$ cat src/rtl/sctl_pkg.sv
package sctl_pkg;

    localparam int BYTE_W      = 8;
    localparam int DATA_BYTES  = 4;
    localparam int FRAME_BITS  = DATA_BYTES * BYTE_W;
    localparam int RATIO_W     = 17;
    localparam int SYNC_STAGES = 2;
    localparam logic [4:0] ADDR_PREFIX = 5'b11000;
    localparam logic [2:0] ADC_TOP     = 3'd4;

    typedef struct packed {
        logic [RATIO_W-1:0] ratio;
        logic [1:0]         ref_sel;
        logic [3:0]         port_out;
        logic [1:0]         cp_cur;
        logic               presc_en;
        logic               aux_sel;
        logic [2:0]         test_mode;
    } synth_cfg_t;

    typedef enum logic [2:0] {
        L_IDLE, L_ADDR, L_ADDR_ACK, L_WDATA, L_WACK, L_RDATA
    } link_st_e;

    // Frame vector holds the first data byte in its top bits.
    function automatic synth_cfg_t unpack_frame(input logic [FRAME_BITS-1:0] f);
        synth_cfg_t c;
        c.ratio     = {f[30:24], f[23:16], f[15:14]};
        c.ref_sel   = f[13:12];
        c.port_out  = f[11:8];
        c.cp_cur    = f[7:6];
        c.presc_en  = f[5];
        c.aux_sel   = f[4];
        c.test_mode = f[3:1];
        return c;
    endfunction

    function automatic logic [2:0] clamp_adc(input logic [2:0] code);
        return (code > ADC_TOP) ? ADC_TOP : code;
    endfunction

endpackage

$ cat src/rtl/sctl_line_sync.sv
module sctl_line_sync
    import sctl_pkg::*;
(
    input  logic clk,
    input  logic rst,
    input  logic scl_i,
    input  logic sda_i,
    output logic sda_s,
    output logic scl_rise,
    output logic scl_fall,
    output logic start_det,
    output logic stop_det
);
    logic [SYNC_STAGES-1:0] scl_pipe, sda_pipe;
    logic scl_q, sda_q, scl_s;

    always_ff @(posedge clk) begin
        if (rst) begin
            scl_pipe <= '1;
            sda_pipe <= '1;
            scl_q    <= 1'b1;
            sda_q    <= 1'b1;
        end else begin
            scl_pipe <= {scl_pipe[SYNC_STAGES-2:0], scl_i};
            sda_pipe <= {sda_pipe[SYNC_STAGES-2:0], sda_i};
            scl_q    <= scl_s;
            sda_q    <= sda_s;
        end
    end

    assign scl_s     = scl_pipe[SYNC_STAGES-1];
    assign sda_s     = sda_pipe[SYNC_STAGES-1];
    assign scl_rise  =  scl_s & ~scl_q;
    assign scl_fall  = ~scl_s &  scl_q;
    assign start_det =  scl_s & scl_q &  sda_q & ~sda_s;
    assign stop_det  =  scl_s & scl_q & ~sda_q &  sda_s;
endmodule

$ cat src/rtl/sctl_link.sv
module sctl_link
    import sctl_pkg::*;
#(
    localparam int CNT_W = $clog2(BYTE_W + 1),
    localparam int IDX_W = $clog2(DATA_BYTES + 1),
    localparam int SEL_W = $clog2(DATA_BYTES)
) (
    input  logic              clk,
    input  logic              rst,
    input  logic              sda_s,
    input  logic              scl_rise,
    input  logic              scl_fall,
    input  logic              start_det,
    input  logic              stop_det,
    input  logic [1:0]        addr_strap,
    input  logic [BYTE_W-1:0] status_byte,
    output logic              sda_oe,
    output logic              wr_vld,
    output logic [SEL_W-1:0]  wr_idx,
    output logic [BYTE_W-1:0] wr_data,
    output logic              commit,
    output logic              rd_done
);
    link_st_e          st;
    logic [CNT_W-1:0]  bit_cnt;
    logic [IDX_W-1:0]  idx;
    logic [BYTE_W-1:0] sh;
    logic              rw;
    logic              addr_hit, byte_done;

    assign addr_hit  = (sh[7:1] == {ADDR_PREFIX, addr_strap});
    assign byte_done = (bit_cnt == CNT_W'(BYTE_W));
    assign wr_idx    = idx[SEL_W-1:0];

    always_ff @(posedge clk) begin
        if (rst) begin
            st      <= L_IDLE;
            bit_cnt <= '0;
            idx     <= '0;
            sh      <= '0;
            rw      <= 1'b0;
            sda_oe  <= 1'b0;
            wr_vld  <= 1'b0;
            wr_data <= '0;
            commit  <= 1'b0;
            rd_done <= 1'b0;
        end else begin
            wr_vld  <= 1'b0;
            commit  <= 1'b0;
            rd_done <= 1'b0;
            if (start_det) begin
                st      <= L_ADDR;
                bit_cnt <= '0;
                idx     <= '0;
                sda_oe  <= 1'b0;
            end else if (stop_det) begin
                st     <= L_IDLE;
                sda_oe <= 1'b0;
            end else if (scl_rise) begin
                case (st)
                    L_ADDR, L_WDATA: begin
                        sh      <= {sh[BYTE_W-2:0], sda_s};
                        bit_cnt <= bit_cnt + CNT_W'(1);
                    end
                    L_RDATA: bit_cnt <= bit_cnt + CNT_W'(1);
                    L_WACK:  commit  <= (idx == IDX_W'(DATA_BYTES - 1));
                    default: ;
                endcase
            end else if (scl_fall) begin
                case (st)
                    L_ADDR: if (byte_done) begin
                        bit_cnt <= '0;
                        if (addr_hit) begin
                            sda_oe <= 1'b1;
                            rw     <= sh[0];
                            st     <= L_ADDR_ACK;
                        end else begin
                            st <= L_IDLE;
                        end
                    end
                    L_ADDR_ACK: begin
                        if (rw) begin
                            st     <= L_RDATA;
                            sh     <= status_byte;
                            sda_oe <= ~status_byte[BYTE_W-1];
                        end else begin
                            st     <= L_WDATA;
                            sda_oe <= 1'b0;
                        end
                    end
                    L_WDATA: if (byte_done) begin
                        bit_cnt <= '0;
                        if (idx < IDX_W'(DATA_BYTES)) begin
                            sda_oe  <= 1'b1;
                            wr_vld  <= 1'b1;
                            wr_data <= sh;
                            st      <= L_WACK;
                        end else begin
                            st <= L_IDLE;
                        end
                    end
                    L_WACK: begin
                        sda_oe <= 1'b0;
                        idx    <= idx + IDX_W'(1);
                        st     <= L_WDATA;
                    end
                    L_RDATA: begin
                        if (byte_done) begin
                            sda_oe  <= 1'b0;
                            rd_done <= 1'b1;
                            bit_cnt <= '0;
                            st      <= L_IDLE;
                        end else begin
                            sh     <= {sh[BYTE_W-2:0], 1'b0};
                            sda_oe <= ~sh[BYTE_W-2];
                        end
                    end
                    default: ;
                endcase
            end
        end
    end
endmodule

$ cat src/rtl/sctl_regfile.sv
module sctl_regfile
    import sctl_pkg::*;
#(
    localparam int SEL_W = $clog2(DATA_BYTES)
) (
    input  logic              clk,
    input  logic              rst,
    input  logic              wr_vld,
    input  logic [SEL_W-1:0]  wr_idx,
    input  logic [BYTE_W-1:0] wr_data,
    input  logic              commit,
    input  logic              rd_done,
    input  logic              lock_i,
    input  logic [2:0]        port_in,
    input  logic [2:0]        adc_code,
    output synth_cfg_t        cfg,
    output logic [BYTE_W-1:0] status_byte,
    output logic              por
);
    logic [BYTE_W-1:0]     hold [DATA_BYTES];
    logic [FRAME_BITS-1:0] frame;

    for (genvar g = 0; g < DATA_BYTES; g++) begin : g_pack
        assign frame[(DATA_BYTES-1-g)*BYTE_W +: BYTE_W] = hold[g];
    end

    always_ff @(posedge clk) begin
        if (rst) begin
            for (int i = 0; i < DATA_BYTES; i++) hold[i] <= '0;
            cfg <= '0;
            por <= 1'b1;
        end else begin
            if (wr_vld)  hold[wr_idx] <= wr_data;
            if (commit)  cfg <= unpack_frame(frame);
            if (rd_done) por <= 1'b0;
        end
    end

    assign status_byte = {por, lock_i, port_in, clamp_adc(adc_code)};
endmodule

$ cat src/rtl/synth_ctl_i2c.sv
module synth_ctl_i2c
    import sctl_pkg::*;
(
    input  logic               clk,
    input  logic               rst,
    input  logic               scl_i,
    input  logic               sda_i,
    output logic               sda_oe,
    input  logic [1:0]         addr_strap,
    input  logic               lock_i,
    input  logic [2:0]         port_in,
    input  logic [2:0]         adc_code,
    output logic [RATIO_W-1:0] main_ratio,
    output logic [1:0]         ref_sel,
    output logic [3:0]         port_out,
    output logic [1:0]         cp_cur,
    output logic               presc_en,
    output logic               aux_sel,
    output logic [2:0]         test_mode
);
    localparam int SEL_W = $clog2(DATA_BYTES);

    logic              sda_s_w, rise_w, fall_w, start_w, stop_w;
    logic              wr_vld_w, commit_w, rd_done_w, por_w;
    logic [SEL_W-1:0]  wr_idx_w;
    logic [BYTE_W-1:0] wr_data_w, status_w;
    synth_cfg_t        cfg_w;

    sctl_line_sync u_sync (
        .clk(clk), .rst(rst), .scl_i(scl_i), .sda_i(sda_i),
        .sda_s(sda_s_w), .scl_rise(rise_w), .scl_fall(fall_w),
        .start_det(start_w), .stop_det(stop_w)
    );

    sctl_link u_link (
        .clk(clk), .rst(rst), .sda_s(sda_s_w), .scl_rise(rise_w),
        .scl_fall(fall_w), .start_det(start_w), .stop_det(stop_w),
        .addr_strap(addr_strap), .status_byte(status_w), .sda_oe(sda_oe),
        .wr_vld(wr_vld_w), .wr_idx(wr_idx_w), .wr_data(wr_data_w),
        .commit(commit_w), .rd_done(rd_done_w)
    );

    sctl_regfile u_regs (
        .clk(clk), .rst(rst), .wr_vld(wr_vld_w), .wr_idx(wr_idx_w),
        .wr_data(wr_data_w), .commit(commit_w), .rd_done(rd_done_w),
        .lock_i(lock_i), .port_in(port_in), .adc_code(adc_code),
        .cfg(cfg_w), .status_byte(status_w), .por(por_w)
    );

    assign main_ratio = cfg_w.ratio;
    assign ref_sel    = cfg_w.ref_sel;
    assign port_out   = cfg_w.port_out;
    assign cp_cur     = cfg_w.cp_cur;
    assign presc_en   = cfg_w.presc_en;
    assign aux_sel    = cfg_w.aux_sel;
    assign test_mode  = cfg_w.test_mode;
endmodule

$ cat config.mk
export PLATFORM = sky130hd
export DESIGN_NAME = synth_ctl_i2c
export DESIGN_NICKNAME = d
export VERILOG_FILES = /design/src/rtl/sctl_pkg.sv /design/src/rtl/sctl_line_sync.sv /design/src/rtl/sctl_link.sv /design/src/rtl/sctl_regfile.sv /design/src/rtl/synth_ctl_i2c.sv
export SDC_FILE = /design/constraint.sdc
export NUM_CORES = 1
export LEC_CHECK = 0
export BUFFER_PORTS_ARGS = -buffer_cell sky130_fd_sc_hd__buf_4
export CELL_PAD_IN_SITES_DETAIL_PLACEMENT = 0
export CELL_PAD_IN_SITES_GLOBAL_PLACEMENT = 1
export CORE_ASPECT_RATIO = 0.9
export CORE_MARGIN = 4
export CORE_UTILIZATION = 45
export CTS_BUF_LIST = sky130_fd_sc_hd__clkbuf_8
export DETAILED_ROUTE_END_ITERATION = 7
export PLACE_DENSITY_LB_ADDON = 0.1
export RECOVER_POWER = 25
export SYNTH_ARGS = -nofsm -noshare
export SYNTH_HDL_FRONTEND = slang
export SYNTH_SLANG_ARGS = --single-unit
$ cat constraint.sdc
create_clock -name clk -period 2.7 [get_ports clk]
set_clock_uncertainty 0.05 [all_clocks]
set_input_delay 0.405 -clock clk [delete_from_list [all_inputs] [get_ports clk]]
set_output_delay 0.405 -clock clk [all_outputs]
set_load 0.01 [all_outputs]
==> implementation parameters <==
Parameter                              Value

Outcome
  Status    completed

Floorplanning
  Core Footprint    8768 sq um
  Initial core utilization    0.4742
  Overall die height    99.19 um
  Area of the die    10840 sq um
  Die span in x    109.3 um
  Rows    32
  IO Pins    44

Clock network
  Clk buf depth    2
  Clock latency on the worst-skew pair    360 ps
  Root buffer selected by CTS    sky130_fd_sc_hd__clkbuf_8
  TritonCTS clock tree    done
  CTS sink count    98
  Clock transition at the registers of the reported paths    100 ps
  Number of hold-repair buffers added at the cts stage    0
  Total of cells resized after clock tree synthesis    0
  Maximum level of the CTS H-tree    3
  Cts bufs inserted    9
  Postcts setup bufs    0

STA
  Min Hold Slack    180.7 ps
  Setup repair after global routing missed its margin    no
  Number of hold-slack violations in the final timing report    0
  Max Clock Freq    486.4 MHz
  Worst relative slew slack    0.3842
  Setup Total Neg Slack    0 ps
  Worst-Margin Slew    923.7 ps
  Count of endpoints failing setup in the final report    0
  Number of pins with negative max-slew slack in the final report    0
  Final cycle utilization of the critical path    0.7615
  Minimum clock period after layout    2056 ps

Synth
  Flip-flop cell with the highest count after synthesis    sky130_fd_sc_hd__dfxtp_1
  Area fraction of the dominant cell type after synthesis    0.3274
  Average footprint of a synthesized cell    10.86 sq um
  Seq/Total Area, Yosys    0.5441
  EDFF count, synth    30
  Yosys warnings    0
  Number of instances in the synthesized netlist    383
  Fraction of registers with async set or reset after synthesis    0
  Synth Net Count    404
  Netlist area before placement    4158 sq um
  Number of different library cells in the post-synthesis netlist    45
  Synth area leader    sky130_fd_sc_hd__dfxtp_1
  Synth top area cells    sky130_fd_sc_hd__dfxtp_1 (33%), sky130_fd_sc_hd__edfxtp_1 (22%), sky130_fd_sc_hd__mux2i_1 (10%)
  Number of storage elements in the synthesis netlist    98

Power and ir drop
  Areal power density over the cells    533.2 nW/um^2
  Leakage power    1.754 nW
  Peak ir drop on the vdd network    0.3057 mV

Critical path
  Critical Path Sink Type    register
  Endpoint arrival time on the critical path    2250 ps
  Type of origin of the critical path    register
  Largest fanout of any net on the critical path    15
  Endpoint required time on the critical path    2890 ps
  Kind of critical path    reg -> reg

Job
  Max-cap viol count    0

Placed design
  Port buffer count    43
  RD Place Congestion    0.7588
  Post-DP HPWL    5883 um

Cells and area
  Count of inserted antenna diode cells    0
  Share of final-layout standard cells stronger than drive strength 1    0.1820
  Syn-to-layout area delta    14.78%
  Final Net Count    450

Global routing
  Pin count of the biggest net entering global routing    41
  Antenna violations before repair    0
  Aggregate global routing overflow    0
  Global-route wire length before repair    13940 um
  Number of global-route vias before repair    2790
  Total track usage    0.1649

Routing
  Number of DRC violations after detailed routing    0
  Wirelength, routed    8471 um
  DRT iter0 DRCs    138
  Vias/cell    5.181
  Iteration count of the initial detailed-routing pass    4
  Mean routed wirelength per cell    15.32 um
  Detail Route Antenna Nets    0
  Total vias in the final route    2865

Hold path
  Tightest Hold Check Type    in -> reg
## power breakdown
part           switching, W  internal, W   total, W  leakage (nW)
clock network      0.000537     0.000353   0.000890        0.0953
logic             0.0000594    0.0000363  0.0000957         0.825
registers         0.0000171      0.00154    0.00156         0.834
## registers in the layout, summed over array words and instances (netlist names)
| name | cells |
|---|---|
| ref_sel | 2 |
| u_sync.scl_pipe | 2 |
| cp_cur | 1 |
| u_link.commit | 1 |
| u_link.wr_data | 8 |
| u_regs.cfg | 6 |
| u_sync.sda_q | 1 |
| u_link.idx | 3 |
| u_regs.por | 1 |
| port_out | 4 |
| u_link.rw | 1 |
| main_ratio | 17 |
| u_link.sda_oe | 1 |
| u_link.wr_vld | 1 |
| u_sync.scl_q | 1 |
| u_link.bit_cnt | 4 |
| u_link.rd_done | 1 |
| u_sync.sda_pipe | 2 |
| u_link.sh | 8 |
| u_regs.hold | 30 |
| u_link.st | 3 |
## cells in the mapped netlist (all sizes together), types with 2 or more instances
| cell type | number |
|---|---|
| nand2 | 8 |
| nor4b | 2 |
| dfxtp | 68 |
| nor3 | 4 |
| mux2i | 42 |
| nor3b | 5 |
| nor2 | 46 |
| nand2b | 2 |
| inv | 12 |
| nor2b | 13 |
| nand3 | 11 |
| nand4 | 3 |
| edfxtp | 30 |
| nand3b | 3 |
| a21oi | 13 |
| xor2 | 2 |
| clkbuf | 12 |
| o21bai | 2 |
| xnor2 | 4 |
| and2 | 33 |
| o21ai | 15 |
| o31ai | 3 |
| or3 | 3 |
| ha | 8 |
| and3b | 2 |
| buf | 4 |
| a2111oi | 3 |
| mux2 | 11 |
| or2 | 8 |
## per-layer routing
metal,global-route usage,share of wire
met3,0.04478,0.043
met4,0.03452,0.0083
met2,0.2389,0.43
met5,0,0
met1,0.2467,0.52
## metrics by stage
step / util / worst slack [ps] / power (W) / area, sq um / instances
detailed placement: 0.5278 / 625.3 / 0.001689 / 4628 / 537
floorplan: - / 753.5 / 0.001648 / 4158 / 383
finish: 0.5442 / 644.1 / 0.002544 / 4772 / 553
global placement: 0.5278 / 682.1 / 0.001689 / 4628 / 537
global route: 0.5442 / 475.6 / 0.002652 / 4772 / 553
CTS: 0.5489 / 620.8 / 0.002574 / 4813 / 553
## final timing paths
path	from	endpoint	slack (ps)	depth (start not counted)
hold reg to reg	u_sync.sda_pipe[0]$_SDFF_PP1_	u_sync.sda_pipe[1]$_SDFF_PP1_	380	1
setup / recovery	u_sync.scl_q$_SDFF_PP1_	u_link.wr_data[2]$_SDFFE_PP0P_	640	7
setup reg to reg	u_sync.scl_q$_SDFF_PP1_	u_link.wr_data[2]$_SDFFE_PP0P_	640	7
hold / removal	sda_i	u_sync.sda_pipe[0]$_SDFF_PP1_	180	2
## area by class of cell
cell class              count  area (sq um)
repair buffers             51         341.6
multi-input cells         257          1788
well taps                 119         148.9
clock buffers               9         123.9
clock inverters             7         61.31
flip-flops and latches     98          2263
inverters                  12         45.04
fillers                   807          3996
## critical path, cell delays in order, from the launching register on
cell	delay, ps
sky130_fd_sc_hd__dfxtp_1	360
sky130_fd_sc_hd__inv_1	50
sky130_fd_sc_hd__ha_1	360
sky130_fd_sc_hd__nand2b_1	280
sky130_fd_sc_hd__a2111oi_4	340
sky130_fd_sc_hd__buf_4	250
sky130_fd_sc_hd__mux2i_1	200
sky130_fd_sc_hd__nor2_1	60
## layout by cell type, fill, tap and decap left out, types with 2 or more instances in the layout
cell | synthesis | final
sky130_fd_sc_hd__nor2_1 | 46 | 46
sky130_fd_sc_hd__nand3_1 | 11 | 11
sky130_fd_sc_hd__inv_8 | 0 | 2
sky130_fd_sc_hd__edfxtp_1 | 30 | 30
sky130_fd_sc_hd__buf_4 | 0 | 40
sky130_fd_sc_hd__and2_1 | 32 | 19
sky130_fd_sc_hd__clkinv_4 | 0 | 3
sky130_fd_sc_hd__xnor2_1 | 4 | 4
sky130_fd_sc_hd__ha_1 | 8 | 8
sky130_fd_sc_hd__nand4_1 | 3 | 3
sky130_fd_sc_hd__dfxtp_1 | 68 | 67
sky130_fd_sc_hd__nor4b_1 | 2 | 2
sky130_fd_sc_hd__nand2_1 | 8 | 8
sky130_fd_sc_hd__and3b_1 | 2 | 2
sky130_fd_sc_hd__xor2_1 | 2 | 2
sky130_fd_sc_hd__a21oi_1 | 13 | 13
sky130_fd_sc_hd__nor3b_1 | 5 | 5
sky130_fd_sc_hd__inv_1 | 12 | 12
sky130_fd_sc_hd__or3_1 | 3 | 3
sky130_fd_sc_hd__o21bai_1 | 2 | 2
sky130_fd_sc_hd__clkbuf_8 | 0 | 9
sky130_fd_sc_hd__or2_2 | 8 | 8
sky130_fd_sc_hd__nor2b_1 | 13 | 13
sky130_fd_sc_hd__nand2b_1 | 2 | 2
sky130_fd_sc_hd__clkbuf_1 | 12 | 11
sky130_fd_sc_hd__mux2_2 | 11 | 11
sky130_fd_sc_hd__mux2i_1 | 42 | 42
sky130_fd_sc_hd__o31ai_1 | 3 | 3
sky130_fd_sc_hd__nand3b_1 | 3 | 3
sky130_fd_sc_hd__o21ai_0 | 14 | 14
sky130_fd_sc_hd__nor3_1 | 4 | 4
sky130_fd_sc_hd__and2_0 | 0 | 13
## logic make-up (layout without fill, tap and decap cells)
family,after synthesis,count (layout),synth area share
buf+inv,28,79,0.02588
mux,53,53,0.1309
compound gates,41,41,0.06621
xor+xnor,6,6,0.01264
flops,98,98,0.5441
simple gates,149,149,0.1962
fa+ha+maj,8,8,0.02408
No activity file was read; power rests on OpenSTA's default activity.
